==> config.mk <==
export PLATFORM = sky130hd
export DESIGN_NAME = buserr_capture
export DESIGN_NICKNAME = d
export VERILOG_FILES = /design/src/rtl/buserr_pkg.sv /design/src/rtl/buserr_sticky.sv /design/src/rtl/buserr_addr_hold.sv /design/src/rtl/buserr_rdmux.sv /design/src/rtl/buserr_capture.sv
export SDC_FILE = /design/constraint.sdc
export NUM_CORES = 1
export LEC_CHECK = 0
export CAP_MARGIN = 20
export CORE_ASPECT_RATIO = 0.75
export CORE_UTILIZATION = 45
export DETAILED_ROUTE_END_ITERATION = 10
export MAX_ROUTING_LAYER = met4
export PLACE_DENSITY_LB_ADDON = 0.3
export SYNTH_ARGS = -nofsm -noshare
export SYNTH_HDL_FRONTEND = slang
export SYNTH_SLANG_ARGS = --single-unit
==> constraint.sdc <==
create_clock -name clk -period 4.2 [get_ports clk]
set_clock_uncertainty 0.2 [all_clocks]
set_input_delay 0.84 -clock clk [delete_from_list [all_inputs] [get_ports clk]]
set_output_delay 0.84 -clock clk [all_outputs]
set_load 0.01 [all_outputs]
==> src/rtl/buserr_pkg.sv <==
package buserr_pkg;
    localparam int SYNC_W  = 16;
    localparam int ASYNC_W = 8;
    localparam int DATA_W  = 32;

    // kept positions: write, invalid, protect, timeout, buserr, mem, size, watchdog
    localparam logic [SYNC_W-1:0]  SYNC_KEEP  = 16'h80FB;
    // kept positions: writeback-invalid, timeout, dma bus error
    localparam logic [ASYNC_W-1:0] ASYNC_KEEP = 8'hB0;

    typedef enum logic [1:0] {
        SEL_SYNC_STAT  = 2'd0,
        SEL_SYNC_ADDR  = 2'd1,
        SEL_ASYNC_STAT = 2'd2,
        SEL_ASYNC_ADDR = 2'd3
    } regsel_e;
endpackage

==> src/rtl/buserr_sticky.sv <==
module buserr_sticky #(
    parameter int            W    = 8,
    parameter logic [W-1:0]  KEEP = '1
) (
    input  logic         clk,
    input  logic         rst_n,
    input  logic [W-1:0] set_i,
    input  logic         clr_i,
    output logic [W-1:0] stat_o
);
    typedef struct packed {
        logic [W-1:0] stat;
    } st_t;

    st_t st_d, st_q;
    logic [W-1:0] set_kept;

    always_comb begin
        set_kept   = set_i & KEEP;
        st_d       = st_q;
        // clear applies to old contents only; same-cycle events survive
        st_d.stat  = (clr_i ? '0 : st_q.stat) | set_kept;
    end

    always_ff @(posedge clk) begin
        if (!rst_n) st_q <= '0;
        else        st_q <= st_d;
    end

    assign stat_o = st_q.stat;

    p_keep_r2: assert property (@(posedge clk) disable iff (!rst_n)
        !clr_i |=> ((stat_o & $past(stat_o)) == $past(stat_o)));

    p_read_clear_r3: assert property (@(posedge clk) disable iff (!rst_n)
        (clr_i && ((set_i & KEEP) == '0)) |=> (stat_o == '0));

    p_event_survives_r8: assert property (@(posedge clk) disable iff (!rst_n)
        ((set_i & KEEP) != '0) |=> ((stat_o & $past(set_i & KEEP)) == $past(set_i & KEEP)));
endmodule

==> src/rtl/buserr_addr_hold.sv <==
module buserr_addr_hold #(
    parameter int AW = 32
) (
    input  logic          clk,
    input  logic          rst_n,
    input  logic          ld_i,
    input  logic [AW-1:0] addr_i,
    output logic [AW-1:0] addr_o
);
    typedef struct packed {
        logic [AW-1:0] addr;
    } st_t;

    st_t st_d, st_q;

    always_comb begin
        st_d = st_q;
        if (ld_i) st_d.addr = addr_i;
    end

    always_ff @(posedge clk) begin
        if (!rst_n) st_q <= '0;
        else        st_q <= st_d;
    end

    assign addr_o = st_q.addr;

    p_addr_load_r6: assert property (@(posedge clk) disable iff (!rst_n)
        ld_i |=> (addr_o == $past(addr_i)));

    p_addr_hold_r7: assert property (@(posedge clk) disable iff (!rst_n)
        !ld_i |=> $stable(addr_o));
endmodule

==> src/rtl/buserr_rdmux.sv <==
module buserr_rdmux
    import buserr_pkg::*;
#(
    parameter int AW = 32
) (
    input  logic               rd_en_i,
    input  logic [1:0]         rd_sel_i,
    input  logic [SYNC_W-1:0]  sync_stat_i,
    input  logic [AW-1:0]      sync_addr_i,
    input  logic [ASYNC_W-1:0] async_stat_i,
    input  logic [AW-1:0]      async_addr_i,
    output logic [DATA_W-1:0]  data_o,
    output logic               clr_sync_o,
    output logic               clr_async_o
);
    regsel_e sel;

    always_comb begin
        sel         = regsel_e'(rd_sel_i);
        data_o      = '0;
        clr_sync_o  = 1'b0;
        clr_async_o = 1'b0;
        if (rd_en_i) begin
            unique case (sel)
                SEL_SYNC_STAT: begin
                    data_o     = DATA_W'(sync_stat_i);
                    clr_sync_o = 1'b1;
                end
                SEL_SYNC_ADDR:  data_o = DATA_W'(sync_addr_i);
                SEL_ASYNC_STAT: begin
                    data_o      = DATA_W'(async_stat_i);
                    clr_async_o = 1'b1;
                end
                SEL_ASYNC_ADDR: data_o = DATA_W'(async_addr_i);
                default:        data_o = '0;
            endcase
        end
    end
endmodule

==> src/rtl/buserr_capture.sv <==
module buserr_capture
    import buserr_pkg::*;
#(
    parameter int ADDR_W = 32
) (
    input  logic               clk,
    input  logic               rst_n,
    input  logic [SYNC_W-1:0]  sync_ev,
    input  logic [ADDR_W-1:0]  sync_vaddr,
    input  logic [ASYNC_W-1:0] async_ev,
    input  logic [ADDR_W-1:0]  async_vaddr,
    input  logic               rd_en,
    input  logic [1:0]         rd_sel,
    output logic [DATA_W-1:0]  rd_data,
    output logic               irq
);
    localparam int PAD_W = SYNC_W - ASYNC_W;

    logic [SYNC_W-1:0]  sync_set, sync_stat;
    logic [ASYNC_W-1:0] async_kept, async_stat;
    logic [ADDR_W-1:0]  sync_addr, async_addr;
    logic               sync_ld, async_ld, clr_sync, clr_async;

    always_comb begin
        async_kept = async_ev & ASYNC_KEEP;
        // asynchronous errors also land in the synchronous register
        sync_set   = (sync_ev & SYNC_KEEP) | {{PAD_W{1'b0}}, async_kept};
        sync_ld    = |(sync_ev & SYNC_KEEP);
        async_ld   = |async_kept;
    end

    buserr_sticky #(.W(SYNC_W), .KEEP(SYNC_KEEP)) i_sync_stat (
        .clk(clk), .rst_n(rst_n), .set_i(sync_set), .clr_i(clr_sync), .stat_o(sync_stat)
    );

    buserr_sticky #(.W(ASYNC_W), .KEEP(ASYNC_KEEP)) i_async_stat (
        .clk(clk), .rst_n(rst_n), .set_i(async_ev), .clr_i(clr_async), .stat_o(async_stat)
    );

    buserr_addr_hold #(.AW(ADDR_W)) i_sync_addr (
        .clk(clk), .rst_n(rst_n), .ld_i(sync_ld), .addr_i(sync_vaddr), .addr_o(sync_addr)
    );

    buserr_addr_hold #(.AW(ADDR_W)) i_async_addr (
        .clk(clk), .rst_n(rst_n), .ld_i(async_ld), .addr_i(async_vaddr), .addr_o(async_addr)
    );

    buserr_rdmux #(.AW(ADDR_W)) i_rdmux (
        .rd_en_i(rd_en), .rd_sel_i(rd_sel),
        .sync_stat_i(sync_stat), .sync_addr_i(sync_addr),
        .async_stat_i(async_stat), .async_addr_i(async_addr),
        .data_o(rd_data), .clr_sync_o(clr_sync), .clr_async_o(clr_async)
    );

    assign irq = |async_stat;

    p_mirror_r5: assert property (@(posedge clk) disable iff (!rst_n)
        (|(async_ev & ASYNC_KEEP)) |=>
        ((sync_stat & {{PAD_W{1'b0}}, $past(async_ev & ASYNC_KEEP)}) ==
         {{PAD_W{1'b0}}, $past(async_ev & ASYNC_KEEP)}));

    p_irq_rise_r9: assert property (@(posedge clk) disable iff (!rst_n)
        (|(async_ev & ASYNC_KEEP)) |=> irq);

    p_irq_fall_r9: assert property (@(posedge clk) disable iff (!rst_n)
        (rd_en && rd_sel == 2'd2 && ((async_ev & ASYNC_KEEP) == '0)) |=> !irq);

    p_idle_zero_r11: assert property (@(posedge clk) disable iff (!rst_n)
        !rd_en |-> (rd_data == '0));
endmodule

==> impl_metrics.env, run 1 <==
export IMPL_outcome="finished, final reports clean"
export IMPL_drc_errors=0
export IMPL_io_buffers=112
export IMPL_antenna_found_initial=0
export IMPL_r2r_start="i_sync_stat.stat_o[5]"
export IMPL_grt_max_degree=72
export IMPL_cts_hold_buf=0
export IMPL_post_cts_buffers=0
export IMPL_drt_iter0_drc=102
export IMPL_wl_per_cell_microns=14.1
export IMPL_clockBufferDepth=2
export IMPL_grt_pass1_vias=2914
export IMPL_cts_buffers=9
export IMPL_overflow=0
export IMPL_max_vdd_ir_drop_v=0.000232
export IMPL_avgSynthCellArea_sq_um=8.71
export IMPL_syn2layout_area_growth_pct=37.7
export IMPL_grt_pass1_wl_mm=13.9
export IMPL_ant_nets=0
export IMPL_timing_setup_tns_ns=0
export IMPL_dpl_cell_area_sq_um=4590
export IMPL_p_total_mw=1.60
export IMPL_synth_fp_nets=493
export IMPL_r2r_end="i_sync_stat.stat_o[5]"
export IMPL_antennaDiodeCount=0
export IMPL_critPathSlowestCell="clkdlybuf4s50_1"
export IMPL_die_x_microns=104
export IMPL_synth_area_sq_um=3480
export IMPL_whs_path_depth=2
export IMPL_routed_wl_mm=8.52
export IMPL_synth_top_area_frac=0.431
export IMPL_rsz0062_at_grt="no"
export IMPL_synth_cell_types=25
export IMPL_slew_violations=0
export IMPL_path_common_cell="clkdlybuf4s50_1"
export IMPL_cts_root_buf="clkbuf_8"
export IMPL_vias=2965
export IMPL_place_gp_congestion=0.841
export IMPL_grtUsageTotal=0.222
export IMPL_hold_path_class="reg2reg"
export IMPL_post_cts_resized=0
export IMPL_clk_pin_slew_ns=0.07
export IMPL_detailedPlacementHpwl_mm=5.79
export IMPL_layoutNonFillerInstCount=604
export IMPL_die_y_microns=78.2
export IMPL_reg2reg_slack_ns=3.25
export IMPL_crit_end="rd_data[0]"
export IMPL_drive_gt1_frac=0.0676
export IMPL_path_cells="clkdlybuf4s50_1 > nor2_1 > a22oi_1 > nor2b_1 > clkdlybuf4s50_1"
export IMPL_rr_worst_depth=2
export IMPL_ys_seq_elements=75
export IMPL_cap_violations=0
export IMPL_max_freq_ghz=0.262
export IMPL_period_minus_slack_ns=3.82
export IMPL_placed_cells=588
export IMPL_ios=126
export IMPL_max_stage_delay_ns=0.68
export IMPL_dieArea_sq_um=8100
export IMPL_row_count=27
export IMPL_insertion_delay_ns=0.33
export IMPL_ys_async_sr_fraction=0
export IMPL_fin_nets=591
export IMPL_synth_edff_count=0
export IMPL_relSlewSlack=0.390
export IMPL_cts_tree="built"
export IMPL_synthCells=400
export IMPL_period_share=0.908
export IMPL_synth_ff_type="dfxtp_1"
export IMPL_start_util=0.469
export IMPL_htreeDepth=3
export IMPL_synth_common_cells="nand2_1 (129), dfxtp_1 (75), mux2i_1 (57)"
export IMPL_arrival_ns=2.78
export IMPL_yosysSeqAreaShare=0.431
export IMPL_via_per_inst=4.91
export IMPL_synth_area_leaders="dfxtp_1 (43%), mux2i_1 (16%), nand2_1 (14%)"
export IMPL_power_density_nw_per_um2=334
export IMPL_startpoint_type="input port"
export IMPL_yosysMostFrequentCell="nand2_1"
export IMPL_critPathMaxFanout=13
export IMPL_cts_sinks=75
export IMPL_cp_required_ns=3.16
export IMPL_p_leak_nw=1.88
export IMPL_worstMarginPinSlew_ns=0.915
export IMPL_first_pass_iters=4
export IMPL_whs_ns=0.258
export IMPL_hold_viol=0
export IMPL_design_area_sq_um=4800
export IMPL_post_synth_top_area_cell="dfxtp_1"
export IMPL_cp_startpoint="rd_sel[0]"
export IMPL_core_area_sq_um=7430
export IMPL_critPathKind="in2out"
export IMPL_cp_end_kind="primary output"
export IMPL_setup_viol=0
export IMPL_ys_warn_count=0
-- where the power goes --
part,switching (mW),internal (mW)
registers,0.0216,0.754
clock network,0.251,0.333
logic,0.100,0.141
total,0.373,1.23
-- worst max-delay path: cells and delay by family --
kind,cells,cell delay [ns]
AND/OR/NAND/NOR,2,0.55
AO/OA/AOI/OAI,1,0.14
buffers and inverters,2,1.25
-- metal layers --
metal / part of all wire / routed length, microns / global-route usage / vias up
met2: 0.47 / 3970 / 0.360 / 79
li1: - / - / - / 1511
met3: 0.054 / 460 / 0.0556 / 4
met4: 0.0047 / 40 / 0.0609 / 0
met5: 0 / 0 / - / -
met1: 0.48 / 4050 / 0.278 / 1371
-- stage by stage --
step | worst slack [ns] | util
floorplan | 1.44 | -
global placement | 0.436 | 0.617
detailed placement | 0.388 | 0.617
CTS | 0.386 | 0.645
global route | 0.269 | 0.645
finish | 0.384 | 0.645
-- cells by family (layout without fill, tap and decap cells) --
kind of cell / count (synthesis) / in the layout / share of synthesized area
AO/OA/AOI/OAI: 48 / 48 / 0.0970
buffers and inverters: 31 / 134 / 0.0524
flip-flops: 75 / 75 / 0.431
multiplexers: 64 / 64 / 0.196
AND/OR/NAND/NOR: 182 / 182 / 0.223
-- worst min-delay path by stage --
stage | start | endpoint | slack, ns
after global routing | i_async_addr.addr_o[10] | i_async_addr.addr_o[10] | 0.28
after global placement | i_sync_addr.addr_o[13] | i_sync_addr.addr_o[13] | 0.24
after detailed placement | i_sync_addr.addr_o[4] | i_sync_addr.addr_o[4] | 0.25
after CTS | i_sync_addr.addr_o[4] | i_sync_addr.addr_o[4] | 0.26
after floorplan | i_sync_addr.addr_o[4] | i_sync_addr.addr_o[4] | 0.23
final | i_sync_addr.addr_o[24] | i_sync_addr.addr_o[24] | 0.26
-- layout make-up --
class                           instances  area [sq um]
Clock buffer                           11           131
Sequential cell                        75          1500
Clock inverter                          5          77.6
Timing Repair Buffer                  118          1160
Fill cell                             632          2640
Tap cell                              101           126
Multi-Input combinational cell        294          1800
-- flip-flops by register name, indices dropped and copies added, names as in the netlist --
signal / count
i_sync_addr.addr_o: 32
i_async_stat.stat_o: 3
i_async_addr.addr_o: 32
i_sync_stat.stat_o: 8
-- placed cells by master (no fill, tap or decap), types with 2 or more instances in the layout --
cell type	count
a21oi_1	8
nor2_1	25
a21boi_0	32
clkdlybuf4s50_1	110
bufinv_16	2
buf_2	2
a211oi_1	3
nand2_1	129
dfxtp_1	75
mux2i_1	57
clkbuf_1	2
mux4_2	3
a22oi_1	4
buf_4	6
clkinv_2	2
nor2b_1	15
and2_1	4
or4_4	2
or3_1	2
mux2_2	4
clkbuf_8	9
No activity file was read; power rests on OpenSTA's default activity.
==> inputs of run 2 (changes only) <==
--- a/config.mk
+++ b/config.mk
@@ -5,12 +5,11 @@
 export SDC_FILE = /design/constraint.sdc
 export NUM_CORES = 1
 export LEC_CHECK = 0
-export CAP_MARGIN = 20
 export CORE_ASPECT_RATIO = 0.75
 export CORE_UTILIZATION = 45
 export DETAILED_ROUTE_END_ITERATION = 10
 export MAX_ROUTING_LAYER = met4
-export PLACE_DENSITY_LB_ADDON = 0.3
+export PLACE_DENSITY = 0.87
 export SYNTH_ARGS = -nofsm -noshare
 export SYNTH_HDL_FRONTEND = slang
 export SYNTH_SLANG_ARGS = --single-unit
==> run 2 against run 1 <==
Effect of this change:
- critical path type unchanged
- non-clock buffer count fell by 2
- critical path depth is the same
- highest routed layer unchanged
- final cell count is 0.33% lower
==> impl_metrics.env, run 2 (synthesis gave the netlist of run 1 again) <==
export IMPL_post_cts_buffers=0
export IMPL_cts_buffers=9
export IMPL_drt_iter0_drc=121
export IMPL_grt_pass1_wl_mm=14.1
export IMPL_max_vdd_ir_drop_v=0.000171
export IMPL_clockBufferDepth=2
export IMPL_wl_met1_mm=3.85
export IMPL_worstMarginPinSlew_ns=1.24
export IMPL_top_layer="met4"
export IMPL_layoutNonFillerInstCount=602
export IMPL_die_y_microns=78.2
export IMPL_routed_wl_mm=8.52
export IMPL_dpl_cell_area_sq_um=4570
export IMPL_core_area_sq_um=7430
export IMPL_cts_sinks=75
export IMPL_design_area_sq_um=4780
export IMPL_startpoint_type="input port"
export IMPL_max_stage_delay_ns=0.80
export IMPL_io_buffers=112
export IMPL_ios=126
export IMPL_cts_hold_buf=0
export IMPL_cap_violations=0
export IMPL_setup_viol=0
export IMPL_pre_cts_slack_ns=0.465
export IMPL_drive_gt1_frac=0.0679
export IMPL_wl_per_cell_microns=14.1
export IMPL_drc_errors=0
export IMPL_cp_required_ns=3.16
export IMPL_critPathSlowestCell="clkdlybuf4s50_1"
export IMPL_hold_path_class="reg2reg"
export IMPL_first_pass_iters=4
export IMPL_power_density_nw_per_um2=329
export IMPL_fin_nets=589
export IMPL_period_share=0.895
export IMPL_place_gp_congestion=0.774
export IMPL_layout_commonest_cell="nand2_1"
export IMPL_critPathMaxFanout=24
export IMPL_nFillCells=617
export IMPL_ant_nets=0
export IMPL_path_common_cell="clkdlybuf4s50_1"
export IMPL_crit_buf_inv=3
export IMPL_p_leak_nw=1.87
export IMPL_start_util=0.469
export IMPL_die_x_microns=104
export IMPL_hold_viol=0
export IMPL_path_cells="clkdlybuf4s50_1 > nand2_1 > buf_4 > nor2_1 > clkdlybuf4s50_1"
export IMPL_overflow=0
export IMPL_relSlewSlack=0.176
export IMPL_slew_violations=0
export IMPL_vias=3051
export IMPL_via_per_inst=5.07
export IMPL_row_count=27
export IMPL_max_freq_ghz=0.266
export IMPL_cts_tree="built"
export IMPL_grt_max_degree=108
export IMPL_fin_ws_ns=0.440
export IMPL_arrival_ns=2.72
export IMPL_syn2layout_area_growth_pct=37.1
export IMPL_antennaDiodeCount=0
export IMPL_antenna_found_initial=0
export IMPL_crit_family="buffers and inverters"
export IMPL_grt_pass1_vias=2984
export IMPL_detailedPlacementHpwl_mm=5.58
export IMPL_cp_end_kind="primary output"
export IMPL_outcome="finished, final reports clean"
export IMPL_dieArea_sq_um=8100
export IMPL_p_total_mw=1.57
export IMPL_final_cell_mix="nand2_1 (129), clkdlybuf4s50_1 (110), dfxtp_1 (75), mux2i_1 (57), a21boi_0 (32)"
export IMPL_insertion_delay_ns=0.33
export IMPL_timing_setup_tns_ns=0
export IMPL_rsz0062_at_grt="no"
export IMPL_period_minus_slack_ns=3.76
export IMPL_post_cts_resized=0
export IMPL_clk_pin_slew_ns=0.07
export IMPL_critPathKind="in2out"
export IMPL_wl_met3_microns=490
export IMPL_cts_root_buf="clkbuf_8"
export IMPL_htreeDepth=3
export IMPL_placed_cells=586
export IMPL_wl_met2_mm=4.11
export IMPL_grtUsageTotal=0.223
## run 2: worst min-delay path: stages (launching register included)
cell	delay, ns
dfxtp_1	0.31
nand2_1	0.05
mux2i_1	0.05
## run 2: where the power goes
part           switching [mW]  internal, mW
Combinational           0.100         0.140
Clock                   0.262         0.290
Sequential             0.0223         0.754
## run 2: metrics by stage
step | hold slack, ns | util
floorplan | 0.235 | -
global placement | 0.244 | 0.615
detailed placement | 0.253 | 0.615
CTS | 0.263 | 0.643
global route | 0.284 | 0.643
finish | 0.262 | 0.643
## run 2: worst paths after layout
| path | endpoint | cells after the start | startpoint | slack [ns] |
|---|---|---|---|---|
| min | i_sync_addr.addr_o[31] | 2 | i_sync_addr.addr_o[31] | 0.26 |
| min reg2reg | i_sync_addr.addr_o[31] | 2 | i_sync_addr.addr_o[31] | 0.26 |
| max reg2reg | i_sync_stat.stat_o[4] | 2 | i_sync_stat.stat_o[4] | 3.23 |
| max | rd_data[13] | 5 | rd_sel[0] | 0.44 |
## run 2: metal layers
metal	vias to the layer above	global-route usage
met5	-	-
met4	0	0.0725
met3	7	0.0507
met2	105	0.378
met1	1422	0.265
li1	1517	-
## run 2: cell type report
cell class,count,area (sq um),share of cell area
Clock inverter,6,65.1,0.0136
Clock buffer,10,138,0.0288
Sequential cell,75,1500,0.314
Multi-Input combinational cell,294,1800,0.378
Timing Repair Buffer,116,1140,0.239
Tap cell,101,126,0.0265
==> inputs of run 3 (changes only) <==
--- a/config.mk
+++ b/config.mk
@@ -5,7 +5,7 @@
 export SDC_FILE = /design/constraint.sdc
 export NUM_CORES = 1
 export LEC_CHECK = 0
-export CORE_ASPECT_RATIO = 0.75
+export CAP_MARGIN = 40
 export CORE_UTILIZATION = 45
 export DETAILED_ROUTE_END_ITERATION = 10
 export MAX_ROUTING_LAYER = met4
==> run 3 against run 2 <==
Effect of this change:
- routed wire length shrank 1.4%
- non-clock buffer count rose by 2
- maximum frequency is 0.50% lower
- worst setup slack got worse by 0.019 ns
- first-iteration DRC count fell by 31%
- register-to-register slack better by 0.05 ns
- clock power increased by 5.1%
- cell area grew 0.47%
- critical path depth unchanged
- critical path type unchanged
- hold slack got worse by 0.00061 ns
==> impl_metrics.env, run 3 (synthesis gave the netlist of run 1 again) <==
export IMPL_final_cell_mix="nand2_1 (129), clkdlybuf4s50_1 (110), dfxtp_1 (75), mux2i_1 (57), a21boi_0 (32)"
export IMPL_core_area_sq_um=7370
export IMPL_detailedPlacementHpwl_mm=5.62
export IMPL_crit_buf_inv=2
export IMPL_startpoint_type="input port"
export IMPL_antennaDiodeCount=0
export IMPL_fin_nets=591
export IMPL_vias=3012
export IMPL_crit_family="buffers and inverters"
export IMPL_rsz0062_at_grt="no"
export IMPL_die_x_microns=90.0
export IMPL_ios=126
export IMPL_syn2layout_area_growth_pct=37.8
export IMPL_arrival_ns=2.74
export IMPL_cts_hold_buf=0
export IMPL_overflow=0
export IMPL_grt_pass1_vias=3041
export IMPL_clockBufferDepth=2
export IMPL_cts_buffers=9
export IMPL_critPathMaxFanout=13
export IMPL_max_freq_ghz=0.265
export IMPL_period_share=0.900
export IMPL_final_util=0.651
export IMPL_path_cells="clkdlybuf4s50_1 > nor2_1 > a22oi_1 > nor2b_1 > clkdlybuf4s50_1"
export IMPL_max_stage_delay_ns=0.68
export IMPL_first_pass_iters=4
export IMPL_io_buffers=112
export IMPL_cp_end_kind="primary output"
export IMPL_slew_violations=0
export IMPL_die_y_microns=90.0
export IMPL_setup_viol=0
export IMPL_nFillCells=623
export IMPL_layout_commonest_cell="nand2_1"
export IMPL_outcome="finished, final reports clean"
export IMPL_p_leak_nw=1.89
export IMPL_cts_tree="built"
export IMPL_antenna_found_initial=0
export IMPL_insertion_delay_ns=0.34
export IMPL_critPathKind="in2out"
export IMPL_dieArea_sq_um=8100
export IMPL_wl_per_cell_microns=13.9
export IMPL_power_density_nw_per_um2=333
export IMPL_cts_sinks=75
export IMPL_hold_viol=0
export IMPL_place_gp_congestion=0.799
export IMPL_relSlewSlack=0.501
export IMPL_clk_pin_slew_ns=0.07
export IMPL_drc_errors=0
export IMPL_drt_iter0_drc=84
export IMPL_drive_gt1_frac=0.0716
export IMPL_grt_max_degree=48
export IMPL_cp_required_ns=3.16
export IMPL_cts_root_buf="clkbuf_8"
export IMPL_max_vdd_ir_drop_v=0.000197
export IMPL_hold_path_class="reg2reg"
export IMPL_post_cts_resized=0
export IMPL_post_cts_buffers=0
export IMPL_routed_wl_mm=8.40
export IMPL_grt_pass1_wl_mm=13.9
export IMPL_htreeDepth=3
export IMPL_path_common_cell="clkdlybuf4s50_1"
export IMPL_critPathSlowestCell="clkdlybuf4s50_1"
export IMPL_period_minus_slack_ns=3.78
export IMPL_row_count=31
export IMPL_cap_violations=0
export IMPL_ant_nets=0
export IMPL_timing_setup_tns_ns=0
export IMPL_grtUsageTotal=0.218
export IMPL_via_per_inst=5.00
export IMPL_worstMarginPinSlew_ns=0.748
export IMPL_start_util=0.473
-- run 3: final timing paths --
kind	from	end	slack, ns	cells past startpoint
worst min-delay path	i_async_addr.addr_o[0]	i_async_addr.addr_o[0]	0.26	2
worst max register to register	i_sync_stat.stat_o[7]	i_sync_stat.stat_o[7]	3.28	2
worst max-delay path	rd_sel[0]	rd_data[3]	0.42	5
worst min register to register	i_async_addr.addr_o[0]	i_async_addr.addr_o[0]	0.26	2
-- run 3: through the flow --
stage	instances	hold WS, ns	setup WS, ns	power, mW	area [sq um]
2_1_floorplan	400	0.235	1.44	0.905	3480
3_3_place_gp	586	0.244	0.462	1.02	4590
3_5_place_dp	586	0.253	0.458	1.03	4590
4_1_cts	602	0.264	0.441	1.61	4800
5_1_grt	602	0.283	0.274	1.67	4800
6_report	602	0.261	0.421	1.60	4800
-- run 3: worst reg2reg max path: cells and delay by family (launching register included) --
| kind | cells | cell delay [ns] |
|---|---|---|
| simple gates | 1 | 0.07 |
| compound gates | 1 | 0.22 |
| flops | 1 | 0.32 |
-- run 3: final cells by class --
type	instances	area [sq um]	share of cell area
multi-input cells	294	1800	0.376
repair buffers	118	1160	0.241
clock buffers	12	165	0.0344
clock inverters	4	47.5	0.00991
well taps	99	124	0.0258
flip-flops and latches	75	1500	0.313
-- run 3: per-layer routing --
| metal | vias to the layer above | track usage | share of wire |
|---|---|---|---|
| li1 | 1518 | - | - |
| met3 | 12 | 0.0406 | 0.049 |
| met4 | 0 | 0.0766 | 0.015 |
| met5 | - | - | 0 |
| met1 | 1398 | 0.268 | 0.46 |
| met2 | 84 | 0.360 | 0.47 |
-- run 3: report_power, final --
part	leakage [nW]	switching [mW]	internal, mW
sequential	0.625	0.0219	0.754
clock	0.108	0.259	0.321
combinational	1.15	0.0994	0.141
total	1.89	0.381	1.22
